[config.mk]
export PLATFORM = sky130hd
export DESIGN_NAME = int_gate_check
export DESIGN_NICKNAME = d
export VERILOG_FILES = /design/src/rtl/igc_pkg.sv /design/src/rtl/igc_gate_decode.sv /design/src/rtl/igc_priv_check.sv /design/src/rtl/igc_upper_fetch.sv /design/src/rtl/int_gate_check.sv
export SDC_FILE = /design/constraint.sdc
export NUM_CORES = 1
export LEC_CHECK = 0
export BUFFER_PORTS_ARGS = -buffer_cell sky130_fd_sc_hd__clkbuf_2
export CORE_MARGIN = 2
export CORE_UTILIZATION = 30
export DETAILED_ROUTE_END_ITERATION = 10
export GPL_ROUTABILITY_DRIVEN = 0
export PLACE_DENSITY = 0.61
export SYNTH_ARGS = -nofsm -noshare
export SYNTH_HDL_FRONTEND = slang
export SYNTH_SLANG_ARGS = --single-unit
[constraint.sdc]
create_clock -name clk -period 1.5 [get_ports clk]
set_input_delay 0.3 -clock clk [delete_from_list [all_inputs] [get_ports clk]]
set_output_delay 0.3 -clock clk [all_outputs]
set_load 0.03 [all_outputs]
[src/rtl/igc_pkg.sv]
package igc_pkg;
  localparam int TYPE_W = 4;
  localparam int PUSH_W = 4;

  localparam logic [TYPE_W-1:0] GT_TASK   = 4'h5;
  localparam logic [TYPE_W-1:0] GT_INT16  = 4'h6;
  localparam logic [TYPE_W-1:0] GT_TRAP16 = 4'h7;
  localparam logic [TYPE_W-1:0] GT_INT32  = 4'hE;
  localparam logic [TYPE_W-1:0] GT_TRAP32 = 4'hF;

  typedef struct packed {
    logic              task_sw;
    logic              bad;
    logic [PUSH_W-1:0] push_bytes;
  } gate_info_t;

  typedef enum logic [1:0] {
    ST_IDLE  = 2'd0,
    ST_FETCH = 2'd1,
    ST_DONE  = 2'd2
  } top_state_e;
endpackage

[src/rtl/igc_gate_decode.sv]
module igc_gate_decode
  import igc_pkg::*;
(
  input  logic [TYPE_W-1:0] gate_type,
  input  logic              long_mode,
  output gate_info_t        info
);
  always_comb begin
    info = '0;
    unique case (gate_type)
      GT_TASK:              info.task_sw = 1'b1;
      GT_INT32, GT_TRAP32:  info.push_bytes = long_mode ? 4'd8 : 4'd4;
      GT_INT16, GT_TRAP16:  info.push_bytes = long_mode ? 4'd8 : 4'd2;
      default:              info.bad = 1'b1;
    endcase
  end
endmodule

[src/rtl/igc_priv_check.sv]
module igc_priv_check #(
  parameter int PL_W = 2
) (
  input  logic            conforming,
  input  logic [PL_W-1:0] seg_dpl,
  input  logic [PL_W-1:0] cur_pl,
  output logic [PL_W-1:0] target_pl,
  output logic            pl_change
);
  always_comb begin
    target_pl = conforming ? cur_pl : seg_dpl;
    pl_change = (target_pl != cur_pl);
  end
endmodule

[src/rtl/igc_upper_fetch.sv]
module igc_upper_fetch #(
  parameter int VEC_W  = 8,
  parameter int HALF_W = 32,
  parameter int DATA_W = 64
) (
  input  logic              clk,
  input  logic              rst_n,
  input  logic              start,
  input  logic [VEC_W-1:0]  vector,
  output logic              rd_req_valid,
  input  logic              rd_req_ready,
  output logic [VEC_W+3:0]  rd_addr,
  input  logic              rd_rsp_valid,
  output logic              rd_rsp_ready,
  input  logic [DATA_W-1:0] rd_rsp_data,
  output logic              done,
  output logic [HALF_W-1:0] upper
);
  localparam logic [3:0] HALF_SEL = 4'h8;

  typedef enum logic [1:0] {F_IDLE, F_REQ, F_WAIT} fetch_state_e;
  fetch_state_e state;

  always_ff @(posedge clk) begin
    if (!rst_n) begin
      state   <= F_IDLE;
      rd_addr <= '0;
    end else begin
      unique case (state)
        F_IDLE: if (start) begin
          rd_addr <= {vector, HALF_SEL};
          state   <= F_REQ;
        end
        F_REQ:  if (rd_req_ready) state <= F_WAIT;
        F_WAIT: if (rd_rsp_valid) state <= F_IDLE;
        default: state <= F_IDLE;
      endcase
    end
  end

  assign rd_req_valid = (state == F_REQ);
  assign rd_rsp_ready = (state == F_WAIT);
  assign done         = (state == F_WAIT) && rd_rsp_valid;
  assign upper        = rd_rsp_data[HALF_W-1:0];

  assert_addr_hold_R6: assert property (@(posedge clk) disable iff (!rst_n)
    rd_req_valid && !rd_req_ready |=> rd_req_valid && $stable(rd_addr));
endmodule

[src/rtl/int_gate_check.sv]
module int_gate_check
  import igc_pkg::*;
#(
  parameter int VEC_W  = 8,
  parameter int HALF_W = 32,
  parameter int DATA_W = 64,
  parameter int PL_W   = 2
) (
  input  logic                clk,
  input  logic                rst_n,
  input  logic                req_valid,
  output logic                req_ready,
  input  logic                req_long_mode,
  input  logic [TYPE_W-1:0]   req_gate_type,
  input  logic [HALF_W-1:0]   req_offset_lo,
  input  logic [VEC_W-1:0]    req_vector,
  input  logic                req_cs_conforming,
  input  logic [PL_W-1:0]     req_cs_dpl,
  input  logic [PL_W-1:0]     req_cpl,
  output logic                rd_req_valid,
  input  logic                rd_req_ready,
  output logic [VEC_W+3:0]    rd_addr,
  input  logic                rd_rsp_valid,
  output logic                rd_rsp_ready,
  input  logic [DATA_W-1:0]   rd_rsp_data,
  output logic                res_valid,
  input  logic                res_ready,
  output logic                res_task_switch,
  output logic                res_bad_gate,
  output logic [PUSH_W-1:0]   res_push_bytes,
  output logic [2*HALF_W-1:0] res_target,
  output logic [PL_W-1:0]     res_target_pl,
  output logic                res_pl_change
);
  localparam int TGT_W = 2 * HALF_W;

  top_state_e         state;
  gate_info_t         info;
  logic [PL_W-1:0]    calc_pl;
  logic               calc_chg;
  logic               accept, gate_ok, need_fetch, fetch_done;
  logic [HALF_W-1:0]  upper_half;

  igc_gate_decode u_decode (
    .gate_type (req_gate_type),
    .long_mode (req_long_mode),
    .info      (info)
  );

  igc_priv_check #(.PL_W(PL_W)) u_priv (
    .conforming (req_cs_conforming),
    .seg_dpl    (req_cs_dpl),
    .cur_pl     (req_cpl),
    .target_pl  (calc_pl),
    .pl_change  (calc_chg)
  );

  assign req_ready  = (state == ST_IDLE);
  assign accept     = req_valid && req_ready;
  assign gate_ok    = !info.task_sw && !info.bad;
  assign need_fetch = req_long_mode && gate_ok;

  igc_upper_fetch #(.VEC_W(VEC_W), .HALF_W(HALF_W), .DATA_W(DATA_W)) u_fetch (
    .clk          (clk),
    .rst_n        (rst_n),
    .start        (accept && need_fetch),
    .vector       (req_vector),
    .rd_req_valid (rd_req_valid),
    .rd_req_ready (rd_req_ready),
    .rd_addr      (rd_addr),
    .rd_rsp_valid (rd_rsp_valid),
    .rd_rsp_ready (rd_rsp_ready),
    .rd_rsp_data  (rd_rsp_data),
    .done         (fetch_done),
    .upper        (upper_half)
  );

  always_ff @(posedge clk) begin
    if (!rst_n) begin
      state           <= ST_IDLE;
      res_task_switch <= 1'b0;
      res_bad_gate    <= 1'b0;
      res_push_bytes  <= '0;
      res_target      <= '0;
      res_target_pl   <= '0;
      res_pl_change   <= 1'b0;
    end else begin
      unique case (state)
        ST_IDLE: if (accept) begin
          res_task_switch <= info.task_sw;
          res_bad_gate    <= info.bad;
          res_push_bytes  <= info.push_bytes;
          res_target      <= gate_ok ? {{HALF_W{1'b0}}, req_offset_lo} : '0;
          res_target_pl   <= gate_ok ? calc_pl : '0;
          res_pl_change   <= gate_ok ? calc_chg : 1'b0;
          state           <= need_fetch ? ST_FETCH : ST_DONE;
        end
        ST_FETCH: if (fetch_done) begin
          res_target[TGT_W-1:HALF_W] <= upper_half;
          state                      <= ST_DONE;
        end
        ST_DONE: if (res_ready) state <= ST_IDLE;
        default: state <= ST_IDLE;
      endcase
    end
  end

  assign res_valid = (state == ST_DONE);

  assert_legacy_turn_R1: assert property (@(posedge clk) disable iff (!rst_n)
    req_valid && req_ready && !req_long_mode |=> res_valid);
  assert_legacy_noread_R1: assert property (@(posedge clk) disable iff (!rst_n)
    req_valid && req_ready && !req_long_mode |=> !rd_req_valid);
  assert_fault_excl_R3: assert property (@(posedge clk) disable iff (!rst_n)
    res_valid |-> !(res_task_switch && res_bad_gate));
  assert_task_nopush_R2: assert property (@(posedge clk) disable iff (!rst_n)
    res_valid && res_task_switch |-> res_push_bytes == '0);
  assert_push_onehot_R4: assert property (@(posedge clk) disable iff (!rst_n)
    res_valid |-> $onehot0(res_push_bytes));
  assert_rsp_turn_R7: assert property (@(posedge clk) disable iff (!rst_n)
    rd_rsp_valid && rd_rsp_ready |=> res_valid);
  assert_hold_R10: assert property (@(posedge clk) disable iff (!rst_n)
    res_valid && !res_ready |=> res_valid && $stable(res_target)
      && $stable(res_push_bytes) && $stable(res_target_pl));
  assert_busy_R10: assert property (@(posedge clk) disable iff (!rst_n)
    res_valid |-> !req_ready);
endmodule

Yosys cells after proc, flatten, opt, wreduce, memory -nomap -nowiden
Index checks and enable logic that the tools add are counted.
{ "word_totals": {"wordCells": 64, "input_bits": 120, "output_inout_bits": 89, "reg_bits": 86} }
{ "op_classes": {"n_eq_ne": 16, "n_reduce_logical": 17, "n_mux": 21} }
{ "op_table": {"columns": ["op", "count"], "rows": [
  ["$mux W32", 2],
  ["$mux W64", 1],
  ["$pmux W32 S2", 1],
  ["$mux W2", 9],
  ["$eq A4 B3 Y1 const B", 3],
  ["$pmux W2 S3", 2],
  ["$reduce_and A3 Y1", 3],
  ["$eq A4 B4 Y1 const B", 2],
  ["$mux W4", 2],
  ["$ne A2 B1 Y1 const B", 4],
  ["$pmux W4 S2", 1],
  ["$logic_and A1 B1 Y1", 5],
  ["$reduce_or A5 Y1", 1],
  ["$eq A2 B1 Y1 const B", 2],
  ["$eq A2 B2 Y1 const B", 2],
  ["$logic_not A2 Y1", 2],
  ["$ne A2 B2 Y1 const B", 2],
  ["$reduce_and A2 Y1", 2],
  ["$reduce_or A2 Y1", 2],
  ["$mux W1", 3],
  ["$ne A2 B2 Y1", 1],
  ["$reduce_bool A2 Y1", 1],
  ["$logic_not A1 Y1", 1]
]} }

Logic depth before layout (Yosys ltp)
{ "depth": {"word_depth": 8, "mapped_depth": 5, "ltp_nobuf": 3} }

Modules after synthesis
A second synthesis with hierarchy kept.
{ "unflattened": {"cells_unflattened": 371, "area_unflattened_um2": 3558.4} }
{ "by_module_without_submodules": {"columns": ["mod", "seq_area_each_um2", "area_per_inst_um2", "cells_per_inst", "instances"], "rows": [
  ["int_gate_check", 1501.4, 2722.6, 272, 1],
  ["igc_upper_fetch", 220.2, 729.4, 85, 1],
  ["igc_gate_decode", 0.0, 61.3, 9, 1],
  ["igc_priv_check", 0.0, 45.0, 5, 1]
]} }

Worst setup path before layout
OpenSTA, ideal clock, no wires.
{ "synth_path": {"kind": "register to register", "from": "register state[1]", "to": "register u_fetch.rd_addr[10]", "setup_time_ns": 0.072, "arrival_time_ns": 1.444, "path_buffers": 1, "synth_period_minus_slack_ns": 1.516, "path_slack_ns": -0.016, "path_stages_with_launch": 5, "required_ns": 1.428, "path_cell_list": "dfxtp_1 > nor2_1 > and3_1 > buf_4 > mux2i_1"} }
{ "synth_via": {"elab_chain_len": 4} }
{ "synth_lines": {"columns": ["element", "line", "source"], "rows": [
  ["from (decl)", "int_gate_check.sv:37", "top_state_e state;"],
  ["from (signal assigned)", "int_gate_check.sv:96", "state <= need_fetch ? ST_FETCH : ST_DONE;"],
  ["$logic_not A2 Y1", "int_gate_check.sv:58", "assign req_ready = (state == ST_IDLE);"],
  ["via req_ready", "int_gate_check.sv:12", "output logic req_ready,"],
  ["$logic_and A1 B1 Y1", "int_gate_check.sv:59", "assign accept = req_valid && req_ready;"],
  ["$logic_and A1 B1 Y1", "int_gate_check.sv:66", ".start (accept && need_fetch),"],
  ["$reduce_and A2 Y1 (no line)", null, null],
  ["to (signal assigned)", "igc_upper_fetch.sv:31", "rd_addr <= {vector, HALF_SEL};"],
  ["to (decl)", "igc_upper_fetch.sv:12", "output logic [VEC_W+3:0] rd_addr,"]
]} }
The timed path passes the listed nets, and every way through them passes these cells.
A chain may end at the register's enable or synchronous reset.

Final worst setup path
{ "layout_path": {"from": "register state[0]", "to": "output port req_ready"} }
{ "layout_via": {"elab_chain_len": 1} }
{ "layout_lines": {"columns": ["element", "line"], "rows": [
  ["$logic_not A2 Y1", "int_gate_check.sv:58"],
  ["to (decl)", "int_gate_check.sv:12"]
]} }
No other way between the ends.

==> results.txt <==
cell internal pwr = 4.08 mW
power per cell area = 1100 nW/µm²
vias in the first global route = 3,271
Max Clk Rate = 0.700 GHz
Setup Viol. Count Final = 0
Max stage delay on crit path = 320 ps
clock buffer count from CTS = 9
die height = 111 µm
crit path DAT = 1130 ps
fillers = 1,118
Syn Area/Cell = 8.50 µm²
CTS Sinks = 85
# diodes = 0
Setup CP Type = reg2out
worst vdd ir = 0.500 mV
status = completed
Max Slew Vio Count = 0
clock transition at the registers of the reported paths = 60 ps
router iterations before antenna repair = 4
Comb power frac = 11.2%
global-route wire length before repair = 15,600 µm
met2 usage = 25.4%
starting density of the core = 30.5%
post-DP HPWL = 6820 µm
register area = 1700 µm²
via count = 3,466
sequential-to-total area share from yosys stat = 49.3%
grt ovf = 0
Clock Path Buffers = 2
CP startpoint = state[0]
H-tree Lvls = 3
ratio of cells with drive above 1 in the final layout = 39.1%
period utilization = 95.3%
Tmin final = 1430 ps
final core occ = 43.0%
most frequent cell after synthesis = dfxtp_1
Critical path buffers and inverters = 2
number of synthesized flops with an enable pin = 0
final hold vios = 0
clock power share = 45.5%
number of routed nets with antenna violations = 0
Buffers on Ports = 172
required time worst endpoint = 1200 ps
Post-synth ARST share = 0%
vias per cell = 4.85
yosys warns = 0
CTS Hold Bufs = 0
busiest metal layer after global routing = met2
CTS tree = built
largest net degree at the start of global routing = 42
initial antenna violation count = 0
final net count = 686
Yosys reg bits = 85
initial DRC count = 233
Hold/Removal Path Class = in2reg
GRT met3 Usage = 5.08%
gr usage total = 15.4%
net switching power = 1.27 mW
Unique masters post-synth = 34
DRC viols = 0
Critical Path Fanout Max = 5
drt wl/cell = 13.5 µm
Top-Level Pins = 209
Post-synth top cells = dfxtp_1 (85), nand3_1 (70), nand2_1 (55), nand4_1 (35), o21ai_0 (33)
total wire length = 9610 µm
clock root cell = clkbuf_16
top cell type's share of synthesized area = 49.3%
Clk Latency, worst-skew pair = 340 ps
Main synth FF type = dfxtp_1
CP delay by family, top = buffers and inverters
RSZ-0062 raised after global routing = false
Die X = 111 µm
max-cap viol count = 0
grt met1 use = 18.4%
Reg power frac = 43.3%
slowest CP cell = dfxtp_1
crit path cell chain = buf_4 > nor2_4 > clkbuf_8
DIE AREA = 12,400 µm²
Startpoint Class = register
Pleak = 2.10 nW
Yosys top cell by area = dfxtp_1
Synth area leaders = dfxtp_1 (49%), nand3_1 (10%), nand4_1 (6.3%)
Rows = 39
Worst Min Path Start = rd_rsp_data[27]
Setup Skew = 7.14 ps
CP endpoint kind = output port
CORE AREA = 11,300 µm²
Synth Instances = 406
Area Overhead vs Synth = 41.0%
multi-input logic area = 1560 µm²
cell area after synthesis = 3450 µm²
sw frac = 23.7%
R2R Path Start = state[0]
setup_tns = 0 ps
[timing repair]
action                     in CTS  in global routing
setup endpoints to repair       3                  5
gates resized for setup         8                  8
setup buffers                   0                  0
pin swaps                       0                  0
[metrics by stage]
| stage | power [mW] | setup slack, ps | area (µm²) | instances | hold slack [ps] |
|---|---|---|---|---|---|
| 2_1_floorplan | 2.70 | 173 | 3470 | 409 | 442 |
| 3_3_place_gp | 2.95 | 46.4 | 4490 | 698 | 440 |
| 3_5_place_dp | 2.95 | 14.4 | 4490 | 698 | 447 |
| 4_1_cts | 5.42 | 3.06 | 4850 | 714 | 177 |
| 5_1_grt | 5.57 | 10.6 | 4870 | 714 | 191 |
| 6_report | 5.35 | 70.8 | 4870 | 714 | 190 |
[registers in the layout (all words and copies together), names as in the netlist]
register and cells:
u_fetch.rd_addr 9, res_bad_gate 1, res_push_bytes 3, u_fetch.state 2, state 2, res_target_pl 2, res_pl_change 1, res_target 64
res_task_switch 1
[worst min-delay path, delay by kind of cell]
| kind | cells | cell delay, ps |
|---|---|---|
| AO/OA/AOI/OAI | 1 | 70 |
| buffers and inverters | 1 | 70 |
| AND/OR/NAND/NOR | 1 | 60 |
[kinds of logic (layout without fill, tap and decap cells)]
family	Yosys count	after routing	synth area share [%]
mux	11	11	3.30
compound gates	75	75	12.9
buf+inv	50	212	6.89
other cells	1	4	0.109
flops	85	85	49.3
simple gates	182	182	27.0
xor+xnor	2	2	0.508
[layout by cell type, fill, tap and decap left out, types with 3 or more instances in the layout]
cell type / synthesis / final
buf_4: 6 / 18
nor2b_2: 0 / 3
clkbuf_16: 0 / 9
nand4_1: 35 / 35
clkbuf_2: 4 / 167
nand3_1: 70 / 70
mux2i_1: 8 / 8
a21boi_0: 18 / 18
a21oi_1: 19 / 19
buf_12: 0 / 3
inv_1: 3 / 3
dfxtp_1: 85 / 83
conb_1: 1 / 4
clkbuf_8: 0 / 4
o21ai_0: 33 / 33
mux2_2: 3 / 3
nand2_1: 55 / 55
[layer usage]
metal  part of all wire, %  up-vias
met1                    44     1586
met4                   1.6        0
li1                      -     1754
met5                     0        -
met3                   7.2       11
met2                    47      115
[cell type report]
type,instances,share of cell area [%]
Clock buffer,11,5.19
Tap cell,143,3.68
Sequential cell,85,35.0
Clock inverter,5,1.67
Timing Repair Buffer,193,22.3
Multi-Input combinational cell,274,31.9
Inverter,3,0.231
[power by group through the flow]
stage | registers (mW) | logic (mW) | clock network [mW]
5_1_grt | 2.32 | 0.653 | 2.59
4_1_cts | 2.32 | 0.599 | 2.51
6_report | 2.32 | 0.598 | 2.44
2_1_floorplan | 2.43 | 0.265 | 0
3_5_place_dp | 2.37 | 0.585 | 0
3_3_place_gp | 2.36 | 0.583 | 0
[worst paths after layout]
kind                     to  slack (ps)  depth (start not counted)
min          res_target[59]         190                          3
min reg2reg  res_target[27]         450                          2
max reg2reg  res_target[12]         160                          5
max               req_ready          70                          3
No activity file was read; power rests on OpenSTA's default activity.
